File: config.mk
export PLATFORM = sky130hd
export DESIGN_NAME = bayer_capture_rx
export DESIGN_NICKNAME = d
export VERILOG_FILES = /design/src/rtl/bc_pkg.sv /design/src/rtl/bc_sampler.sv /design/src/rtl/bc_position.sv /design/src/rtl/bc_tagger.sv /design/src/rtl/bc_out_stage.sv /design/src/rtl/bayer_capture_rx.sv
export SDC_FILE = /design/constraint.sdc
export NUM_CORES = 1
export LEC_CHECK = 0
export CORE_ASPECT_RATIO = 1.5
export CORE_MARGIN = 1
export CORE_UTILIZATION = 56
export CTS_CLUSTER_SIZE = 16
export DETAILED_ROUTE_END_ITERATION = 6
export GPL_TIMING_DRIVEN = 0
export HOLD_SLACK_MARGIN = 0.08
export PLACE_DENSITY = 0.83
export SYNTH_ARGS = -nofsm -noshare
export SYNTH_HDL_FRONTEND = slang
export SYNTH_HIERARCHICAL = 1
export SYNTH_SLANG_ARGS = --single-unit
File: constraint.sdc
create_clock -name pix_clk -period 5.01 [get_ports pix_clk]
set_input_delay 0.7515 -clock pix_clk [delete_from_list [all_inputs] [get_ports pix_clk]]
set_output_delay 0.7515 -clock pix_clk [all_outputs]
set_load 0.03 [all_outputs]
File: src/rtl/bc_pkg.sv
package bc_pkg;

  typedef enum logic [1:0] {
    CLR_GR = 2'd0,
    CLR_R  = 2'd1,
    CLR_B  = 2'd2,
    CLR_GB = 2'd3
  } bayer_clr_e;

  localparam int ERR_W       = 3;
  localparam int ERR_STRAY   = 0;
  localparam int ERR_LEN     = 1;
  localparam int ERR_OVERRUN = 2;

  typedef struct packed {
    logic lv;        // line-valid as sampled
    logic act;       // word to keep: both strobes high
    logic stray;     // line strobe outside a frame
    logic lv_rise;   // first word of a line
    logic line_end;  // line closed while frame was open
    logic fv_rise;   // frame opens
    logic fv_fall;   // frame closes
  } strobe_ev_t;

endpackage

File: src/rtl/bc_sampler.sv
module bc_sampler
  import bc_pkg::*;
#(
  parameter int DATA_W = 12
) (
  input  logic              clk,
  input  logic              rst_n,
  input  logic [DATA_W-1:0] din,
  input  logic              fv,
  input  logic              lv,
  output logic [DATA_W-1:0] s_dat,
  output strobe_ev_t        ev
);

  logic s_fv, s_lv;
  logic p_fv, p_lv;

  // Falling-edge capture of bus and strobes, plus one more stage for edges
  always_ff @(negedge clk or negedge rst_n) begin
    if (!rst_n) begin
      s_dat <= '0;
      s_fv  <= 1'b0;
      s_lv  <= 1'b0;
      p_fv  <= 1'b0;
      p_lv  <= 1'b0;
    end else begin
      s_dat <= din;
      s_fv  <= fv;
      s_lv  <= lv;
      p_fv  <= s_fv;
      p_lv  <= s_lv;
    end
  end

  always_comb begin
    ev.lv       = s_lv;
    ev.act      = s_lv & s_fv;
    ev.stray    = s_lv & ~s_fv;
    ev.lv_rise  = s_lv & ~p_lv;
    ev.line_end = ~s_lv & p_lv & p_fv;
    ev.fv_rise  = s_fv & ~p_fv;
    ev.fv_fall  = ~s_fv & p_fv;
  end

endmodule

File: src/rtl/bc_position.sv
module bc_position #(
  parameter int COL_W = 12,
  parameter int ROW_W = 12
) (
  input  logic             clk,
  input  logic             rst_n,
  input  logic             lv,
  input  logic             lv_rise,
  input  logic             line_end,
  input  logic             fv_rise,
  output logic [COL_W-1:0] pix_col,
  output logic [ROW_W-1:0] pix_row,
  output logic [ROW_W-1:0] lines_done,
  output logic             len_bad
);

  logic [COL_W-1:0] col_q;
  logic [ROW_W-1:0] row_q;
  logic [COL_W-1:0] ref_len_q;
  logic             first_line;

  assign pix_col    = lv_rise ? '0 : col_q;
  assign pix_row    = fv_rise ? '0 : row_q;
  assign first_line = (row_q == '0);
  assign len_bad    = line_end & ~first_line & (col_q != ref_len_q);
  assign lines_done = row_q + ROW_W'(line_end);

  always_ff @(negedge clk or negedge rst_n) begin
    if (!rst_n) begin
      col_q     <= '0;
      row_q     <= '0;
      ref_len_q <= '0;
    end else begin
      if (lv) col_q <= pix_col + 1'b1;
      if (fv_rise) begin
        row_q <= '0;
      end else if (line_end) begin
        row_q <= row_q + 1'b1;
        if (first_line) ref_len_q <= col_q;
      end
    end
  end

endmodule

File: src/rtl/bc_tagger.sv
module bc_tagger
  import bc_pkg::*;
(
  input  logic       col_lsb,
  input  logic       row_lsb,
  input  logic       hmirror,
  input  logic       vmirror,
  output bayer_clr_e color
);

  logic row_ph, col_ph;

  assign row_ph = row_lsb ^ vmirror;
  assign col_ph = col_lsb ^ hmirror;

  always_comb begin
    unique case ({row_ph, col_ph})
      2'b00:   color = CLR_GR;
      2'b01:   color = CLR_R;
      2'b10:   color = CLR_B;
      default: color = CLR_GB;
    endcase
  end

endmodule

File: src/rtl/bc_out_stage.sv
module bc_out_stage
  import bc_pkg::*;
#(
  parameter int DATA_W = 12,
  parameter int COL_W  = 12,
  parameter int ROW_W  = 12
) (
  input  logic              clk,
  input  logic              rst_n,
  input  logic              acc,
  input  logic [DATA_W-1:0] in_data,
  input  logic [COL_W-1:0]  in_col,
  input  logic [ROW_W-1:0]  in_row,
  input  bayer_clr_e        in_color,
  input  logic              m_ready,
  output logic              m_valid,
  output logic [DATA_W-1:0] m_data,
  output logic [COL_W-1:0]  m_col,
  output logic [ROW_W-1:0]  m_row,
  output bayer_clr_e        m_color,
  output logic              drop
);

  logic stalled;

  assign stalled = m_valid & ~m_ready;
  assign drop    = acc & stalled;

  always_ff @(negedge clk or negedge rst_n) begin
    if (!rst_n) begin
      m_valid <= 1'b0;
      m_data  <= '0;
      m_col   <= '0;
      m_row   <= '0;
      m_color <= CLR_GR;
    end else if (acc && !stalled) begin
      m_valid <= 1'b1;
      m_data  <= in_data;
      m_col   <= in_col;
      m_row   <= in_row;
      m_color <= in_color;
    end else if (m_ready) begin
      m_valid <= 1'b0;
    end
  end

endmodule

File: src/rtl/bayer_capture_rx.sv
module bayer_capture_rx
  import bc_pkg::*;
#(
  parameter int DATA_W = 12,
  parameter int COL_W  = 12,
  parameter int ROW_W  = 12
) (
  input  logic              pix_clk,
  input  logic              rst_n,
  input  logic              hmirror,
  input  logic              vmirror,
  input  logic [DATA_W-1:0] pix_data,
  input  logic              fv_in,
  input  logic              lv_in,
  input  logic              m_ready,
  output logic              m_valid,
  output logic [DATA_W-1:0] m_data,
  output logic [COL_W-1:0]  m_col,
  output logic [ROW_W-1:0]  m_row,
  output logic [1:0]        m_color,
  output logic              sof,
  output logic              eol,
  output logic              eof,
  output logic [ROW_W-1:0]  eof_lines,
  output logic [ERR_W-1:0]  err
);

  strobe_ev_t        ev;
  logic [DATA_W-1:0] s_dat;
  logic [COL_W-1:0]  pix_col;
  logic [ROW_W-1:0]  pix_row;
  logic [ROW_W-1:0]  lines_done;
  logic              len_bad;
  logic              drop;
  bayer_clr_e        tag;
  bayer_clr_e        out_tag;
  logic [ERR_W-1:0]  err_set;

  bc_sampler #(.DATA_W(DATA_W)) u_smp (
    .clk   (pix_clk),
    .rst_n (rst_n),
    .din   (pix_data),
    .fv    (fv_in),
    .lv    (lv_in),
    .s_dat (s_dat),
    .ev    (ev)
  );

  bc_position #(.COL_W(COL_W), .ROW_W(ROW_W)) u_pos (
    .clk        (pix_clk),
    .rst_n      (rst_n),
    .lv         (ev.lv),
    .lv_rise    (ev.lv_rise),
    .line_end   (ev.line_end),
    .fv_rise    (ev.fv_rise),
    .pix_col    (pix_col),
    .pix_row    (pix_row),
    .lines_done (lines_done),
    .len_bad    (len_bad)
  );

  bc_tagger u_tag (
    .col_lsb (pix_col[0]),
    .row_lsb (pix_row[0]),
    .hmirror (hmirror),
    .vmirror (vmirror),
    .color   (tag)
  );

  bc_out_stage #(.DATA_W(DATA_W), .COL_W(COL_W), .ROW_W(ROW_W)) u_out (
    .clk      (pix_clk),
    .rst_n    (rst_n),
    .acc      (ev.act),
    .in_data  (s_dat),
    .in_col   (pix_col),
    .in_row   (pix_row),
    .in_color (tag),
    .m_ready  (m_ready),
    .m_valid  (m_valid),
    .m_data   (m_data),
    .m_col    (m_col),
    .m_row    (m_row),
    .m_color  (out_tag),
    .drop     (drop)
  );

  assign m_color = out_tag;

  always_comb begin
    err_set              = '0;
    err_set[ERR_STRAY]   = ev.stray;
    err_set[ERR_LEN]     = len_bad;
    err_set[ERR_OVERRUN] = drop;
  end

  always_ff @(negedge pix_clk or negedge rst_n) begin
    if (!rst_n) begin
      sof       <= 1'b0;
      eol       <= 1'b0;
      eof       <= 1'b0;
      eof_lines <= '0;
      err       <= '0;
    end else begin
      sof <= ev.fv_rise;
      eol <= ev.line_end;
      eof <= ev.fv_fall;
      if (ev.fv_fall) eof_lines <= lines_done;
      err <= err | err_set;
    end
  end

endmodule

; ---- Word level (Yosys, flattened, before mapping)
; Index checks and enable logic that the tools add are counted.
[op_classes]
n_addsub = 3
n_eq_ne = 3
muxes = 7
bitwise = 21
n_reduce_logical = 7
[ops]
columns = operator, n
row1 = 2-to-1 mux 12 bit, 4
row2 = adder 12 x 1 -> 12 bit (second input constant), 2
row3 = adder 12 x 1 -> 12 bit, 1
row4 = zero test 12 bit, 1
row5 = != test 12 bit, 1
row6 = bitwise AND 1 bit, 11
row7 = inverter 1 bit, 7
row8 = case mux 2 bit (3 select lines), 1
row9 = nonzero test 2 bit, 2
row10 = OR 3 bit, 1
row11 = AND reduction 3 bit, 1
row12 = equality test 2 x 1 -> 1 bit (second input constant), 1
row13 = equality test 2 bit (second input constant), 1
row14 = zero test 2 bit, 1
row15 = 2-to-1 mux 1 bit, 2
row16 = XOR 1 bit, 2
row17 = logical AND 1 bit, 1
row18 = zero test 1 bit, 1
[word_totals]
register_bits = 109
in_bits = 19
out_inout_bits = 57
word_cells = 59

; ---- Depth between registers and ports, before layout
; Gate-level depths: netlist of run 1.
[logic_depth]
word_depth = 6
mapped_depth = 9
depth_no_buf = 7

; ---- By module
; Netlist of run 1, hierarchy kept.
[modules_own_cells]
columns = mod, n_inst, cells_per_inst, area_per_inst_um2, seq_area_each_um2
row1 = bc_position, 1, 227, 2219.6, 900.9
row2 = bc_out_stage, 1, 86, 1549.0, 975.9
row3 = bayer_capture_rx, 1, 34, 653.1, 450.4
row4 = bc_sampler, 1, 23, 450.4, 400.4
row5 = bc_tagger, 1, 2, 17.5, 0.0

==> impl_metrics.ini, run 1 <==
[clocking]
postCtsSetupBuffers = 0
clkTransAtPathRegs_ps = 50
cts_tree = built
root_buffer = clkbuf_16
cts.htree.levels = 3
clock_sinks = 109
clockBufferDepth = 2
post_cts_resize_count = 0
numCtsBuffers = 9
worstSkewPairLatency_ps = 350
cts.hold.buffers_added = 0

[floorplan]
die-area_um2 = 9117
initial_core_util_pct = 57.77
core_area_um2 = 8464
boundaryPins = 76
die_w_um = 78.30
num_rows = 41
die_y_um = 116.4

[grt]
grt_pass1_wl_um = 14920
antenna_found_initial = 0
grt_usage_pct = 21.68
first_global_vias = 3024
grt_max_degree = 61
gr-total-overflow = 0

[place]
dp_hpwl_um = 6415
portBuffers = 75
place.gp.congestion = 0.8860

[critical_path]
end_kind = primary output
cpLargestDelayFamily = buffers and inverters
cp.required_ps = 4260
critPathLaunchType = flop
path_buf_inv = 1
arrival_ps = 4020
critPathLaunch = u_out/m_valid
critPathSlowestCell = clkdlybuf4s50_1
critical-path-max-stage-delay_ps = 710
path_class = reg2out
cp_max_fo = 2
cp_cell_sequence = clkdlybuf4s50_1
reg2reg_from = u_smp/s_lv

[sta]
hold-worst-slack_ps = 394.5
tightestPinTransition_ps = 640.3
final_hold_viol_count = 0
fin_skew_ps = 5.663
final_max_slew_viol_count = 0
setup_viol = 0
relSlewSlack_pct = 57.31
rsz0062_at_grt = no

[drt]
vias_per_cell = 5.308
remaining_drc_errors = 0
finalWirelength_um = 9207
postRouteAntennaNets = 0
drt_first_pass_iters = 4
drtIter0Drc = 185
vias = 3031
routedWlPerCell_um = 16.12

[logic_synthesis]
synth_cell_types = 42
syn_nets = 396
synth-seq-cells = 109
avgSynthCellArea_um2 = 13.14
synth_warnings = 6
ys_seq_area_share_pct = 55.78
syn_area_um2 = 4890
postSynthCellCount = 372

[power_and_ir_drop]
vdd_ir_drop_max_mv = 0.3123
p_total_w = 0.002366
powerDensity_nw_per_um2 = 387.5
p_leak_nw = 2.869

[finish]
nNetsFinal = 483
area.growth.synth_to_final_pct = 24.87
diodes = 0
drive_above_1_share_pct = 20.69

[flow_run]
maxCapViolCount = 0

[outcome]
status = completed

[hold_path]
hold_class = reg2reg
hp-start = u_smp/s_lv
==> through the flow <==
step | instances | worst slack (ps) | utilization [%] | TNS (ps) | instance area (µm²)
4_1_cts | 571 | 224.0 | 72.14 | 0 | 6106
3_5_place_dp | 555 | 276.4 | 68.51 | 0 | 5799
5_1_grt | 571 | 214.3 | 72.14 | 0 | 6106
3_3_place_gp | 554 | -3048 | 68.22 | -331610 | 5774
6_report | 571 | 241.5 | 72.14 | 0 | 6106
2_1_floorplan | 372 | 787.1 | - | 0 | 4890
==> cells in the mapped netlist, drive strengths merged <==
cell,number,area share (%)
nor4,8,1.5
mux2i,2,0.41
and2,2,0.26
or2,3,0.38
nand2,20,1.6
or3,1,0.13
dfrtn,109,56
inv,7,0.54
a21oi,5,0.51
ha,5,1.3
o21ai,3,0.31
a221o,2,0.41
nor3,8,0.82
o22ai,1,0.13
nand2b,2,0.41
and2b,1,0.18
mux2,63,18
nor2,21,1.6
nand4b,2,0.49
and3b,1,0.18
clkbuf,11,0.84
nor3b,1,0.15
buf,9,1.7
nand3b,1,0.15
nand4,5,0.64
and4b,2,0.41
xor2,25,4.5
and3,3,0.38
xnor2,13,2.3
nand3,12,1.2
o221ai,1,0.18
or4b,1,0.20
nor2b,22,2.8
==> kinds of logic (layout without fill, tap and decap cells) <==
| logic type | count (synthesis) | after routing | share of synthesized area [%] |
|---|---|---|---|
| adders and majority gates | 5 | 5 | 1.279 |
| muxes | 65 | 65 | 17.99 |
| xor gates and xnor gates | 38 | 38 | 6.807 |
| DFF | 109 | 109 | 55.78 |
| and+or+nand+nor | 116 | 116 | 13.49 |
| AOI/OAI and AO/OA | 12 | 12 | 1.535 |
| buffers and inverters | 27 | 119 | 3.122 |
==> state kept, by name, summed over array words and instances, names as in the netlist, 3 cells and up <==
register	cells
u_pos/ref_len_q	12
u_pos/col_q	12
u_smp/s_dat	12
u_pos/row_q	12
err	3
u_out/m_row	12
u_out/m_col	12
eof_lines	12
u_out/m_data	12
==> worst register-to-register path, stage by stage (launching register included) <==
cell      delay (ps)
dfrtn_1          460
nor2b_1          140
clkbuf_1         320
clkbuf_1         490
nor2b_1          150
ha_1             270
and4b_1          250
nand3_1          110
nor3_1            50
a221o_1          250
==> routing by layer <==
layer	vias up	GRT usage [%]	share of wire (%)	wire [µm]
met3	16	4.844	3.2	296
met1	1518	25.93	41	3744
met5	-	0	0	0
met2	62	37.89	54	5005
li1	1435	-	-	-
met4	0	8.889	1.7	161
==> final timing paths <==
path	slack (ps)	depth (start not counted)	endpoint
worst max register to register	2360	9	u_pos/col_q[6]
worst min-delay path	390	0	u_smp/p_lv
min in group asynchronous	2810	1	u_pos/col_q[4]
max in group asynchronous	1450	2	u_smp/s_dat[11]
worst max-delay path	240	1	m_valid
worst min register to register	390	0	u_smp/p_lv
==> report_power, final <==
part	switching [W]	internal [W]
Clock	0.000315	0.000407
Combinational	0.000293	0.000276
Sequential	0.0000733	0.00100
Total	0.000681	0.00168
==> final cells by class <==
type                            count  area (µm²)
Sequential cell                   109        2728
Tap cell                          107       133.9
Multi-Input combinational cell    236        2009
Buffer                             20       126.4
Inverter                            7       26.28
Clock inverter                      5       63.81
Fill cell                         579        2359
Timing Repair Buffer               76       775.7
Clock buffer                       11       242.7
==> layout by cell type (no fill, tap or decap), types with 3 or more instances in the layout <==
cell type        count
nand2_1             19
nor3_1               8
inv_6                3
clkbuf_16            9
ha_1                 5
nor2_1              21
nand4_1              5
mux2_4              40
and3_1               3
nand3_1             12
a21oi_1              5
mux2_2              21
xor2_1              25
inv_1                7
xnor2_1             13
buf_6                6
nor2b_1             22
clkdlybuf4s50_1     74
or2_2                3
o21ai_0              3
nor4_1               6
clkbuf_1            12
dfrtn_1            109
(Power assumes the default switching activity.)
==> run 2, diff against run 1 <==
==> constraint.sdc (replaced) <==
create_clock -name pix_clk -period 5.6 [get_ports pix_clk]
set_input_delay 0.84 -clock pix_clk [delete_from_list [all_inputs] [get_ports pix_clk]]
set_output_delay 0.84 -clock pix_clk [all_outputs]
set_load 0.03 [all_outputs]
==> results of run 2 <==
The final DEF is identical to that of run 1. Status: completed.
Main changes from that run: setup slack after placement 276.4 ps -> 482.9 ps; setup slack after layout 241.5 ps -> 448.0 ps; register-to-register setup slack 2360 ps -> 2950 ps; total power 0.002366 W -> 0.002117 W; worst IR drop on VDD 0.3123 mV -> 0.2794 mV
==> run 3, diff against run 2 <==
--- a/config.mk
+++ b/config.mk
@@ -13,7 +13,7 @@
 export GPL_TIMING_DRIVEN = 0
 export HOLD_SLACK_MARGIN = 0.08
 export PLACE_DENSITY = 0.83
+export SLEW_MARGIN = 20
 export SYNTH_ARGS = -nofsm -noshare
 export SYNTH_HDL_FRONTEND = slang
-export SYNTH_HIERARCHICAL = 1
 export SYNTH_SLANG_ARGS = --single-unit
==> run 3 against run 2 <==
Effect of this change: die area down 6.7%; sequential share of layout area increased by 2.7 points; non-clock buffer count grew 5; design area shrank 5.7%; combinational power decreased by 27%; clock-buffer cell count did not move; setup slack better by 33 ps; synthesized cell count grew 8.9%; clock power decreased by 3.9%; sequential power fell by 4.0%; clock skew is 3.1 ps higher; highest routed layer unchanged.
==> impl_metrics.ini, run 3 <==
[outcome]
status = completed

[finish]
area.growth.synth_to_final_pct = 26.30
diodes = 0
nNetsFinal = 516
drive_above_1_share_pct = 12.90
layout_commonest_cell = dfrtn_1
final_cells = 598
final_cell_mix = dfrtn_1, clkdlybuf4s50_1, nand2_1

[critical_path]
critPathLaunchType = flop
path_buf_inv = 1
critical-path-max-stage-delay_ps = 710
r2r_cells = 9
cpLargestDelayFamily = buffers and inverters
critPathSlowestCell = clkdlybuf4s50_1
r2r_slack_ps = 3070
end_kind = primary output
r2r_end = u_pos.col_q[10]
path_class = reg2out
reg2reg_from = u_smp.p_lv
arrival_ps = 4280
cp.required_ps = 4760
cp_cell_sequence = clkdlybuf4s50_1
cp_max_fo = 2

[hold_path]
whs_path_depth = 0
hp-start = u_smp.s_lv
hold_class = reg2reg
whs_endpoint = u_smp.p_lv

[clocking]
numCtsBuffers = 9
clockBufferDepth = 2
cts.hold.buffers_added = 0
cts_tree = built
worstSkewPairLatency_ps = 340
clkTransAtPathRegs_ps = 50
post_cts_resize_count = 0
postCtsSetupBuffers = 0
root_buffer = clkbuf_16
cts.htree.levels = 3
clock_sinks = 109

[floorplan]
num_rows = 39
initial_core_util_pct = 58.73
die_y_um = 112.5
core_area_um2 = 7759
die-area_um2 = 8510
boundaryPins = 76
die_w_um = 75.66

[drt]
finalWirelength_um = 9838
vias = 3320
drtIter0Drc = 178
postRouteAntennaNets = 0
drt_first_pass_iters = 5
vias_per_cell = 5.552
remaining_drc_errors = 0
routedWlPerCell_um = 16.45

[logic_synthesis]
synth_ff_type = dfrtn_1
ys_seq_area_share_pct = 59.86
yosysMostFrequentCell = dfrtn_1
synth_area_leaders = dfrtn_1, nand2_1, mux2_2
avgSynthCellArea_um2 = 11.25
synthArstFlopShare_pct = 100.0
synth_top_area_cell = dfrtn_1
postSynthCellCount = 405
synth_top_area_share_pct = 59.86
syn_nets = 429
synth_cell_types = 37
synth_warnings = 0
synth_common_cells = dfrtn_1, nand2_1, o21ai_0
syn_area_um2 = 4557
synth_edf_count = 0
synth-seq-cells = 109

[grt]
gr-total-overflow = 0
first_global_vias = 3373
antenna_found_initial = 0
grt_pass1_wl_um = 16060
grt_max_degree = 68
grt_usage_pct = 25.73

[sta]
hold-worst-slack_ps = 326.2
rsz0062_at_grt = no
final_max_slew_viol_count = 0
fin_skew_ps = 8.718
tightestPinTransition_ps = 674.4
relSlewSlack_pct = 55.04
setup_viol = 0
final_hold_viol_count = 0

[place]
placed_cells = 583
dp_hpwl_um = 7026
portBuffers = 75
place.gp.congestion = 0.9127

[power_and_ir_drop]
p_leak_nw = 2.565
vdd_ir_drop_max_mv = 0.2824
powerDensity_nw_per_um2 = 332.4

[flow_run]
maxCapViolCount = 0
run 3: changes by cell type after synthesis, sizes merged, moves of 4 or more:
cell | previous run | this run
o21ai | 3 | 44
nor2b | 22 | 1
mux2 | 63 | 26
nand2 | 20 | 73
nand4 | 5 | 12
mux2i | 2 | 6
xnor2 | 13 | 9
run 3: area by class of cell:
class                      instances  area, µm²
inverter                           9      33.78
buffer                            25      115.1
fill                             505       2003
multi-input combinational        262       1680
clock inverter                     4      48.80
tap                              102      127.6
timing repair buffer              76      779.5
clock buffer                      11      242.7
sequential                       109       2728
run 3: cell families (layout without fill, tap and decap cells):
kind of cell    count (synthesis)  count (layout)  share of synthesized area, %
simple gates                  139             139                         14.80
flops                         109             109                         59.86
fa+ha+maj                       5               5                         1.373
mux                            32              32                         8.237
buf+inv                        34             125                         3.267
compound gates                 55              55                         6.507
xor+xnor                       31              31                         5.958
run 3: worst max-delay path by stage:
stage	from	cells past startpoint	to	slack (ps)
3_5_place_dp	m_ready	5	u_out.m_row[8]	160
5_1_grt	m_ready	5	u_out.m_row[8]	410
3_3_place_gp	rst_n	1	u_pos.col_q[11]	-2780
2_1_floorplan	m_ready	4	u_out.m_col[1]	830
6_report	u_out.m_data[10]	1	m_data[10]	480
4_1_cts	u_out.m_data[10]	1	m_data[10]	470
run 3: routing by layer:
layer,track usage [%],vias to the layer above,share of wire [%]
li1,-,1541,-
met1,28.33,1621,37
met4,14.20,0,4.1
met2,45.36,126,56
met5,0,-,0
met3,4.219,32,3.7
run 3: through the flow:
stage               instance area (µm²)  total power [W]  setup slack (ps)  setup TNS [ps]  utilization [%]
global route                       5756         0.001996             413.5               0            74.18
global placement                   5435         0.001289             -2777         -302290            70.05
finish                             5756         0.001913             481.0               0            74.18
CTS                                5756         0.001929             471.5               0            74.18
detailed placement                 5464         0.001303             161.6               0            70.42
floorplan                          4557         0.001142             826.0               0                -
run 3: where the power goes:
part | total (W) | switching (W) | internal [W]
registers | 0.000924 | 0.0000534 | 0.000870
clock network | 0.000621 | 0.000265 | 0.000356
logic | 0.000369 | 0.000209 | 0.000159
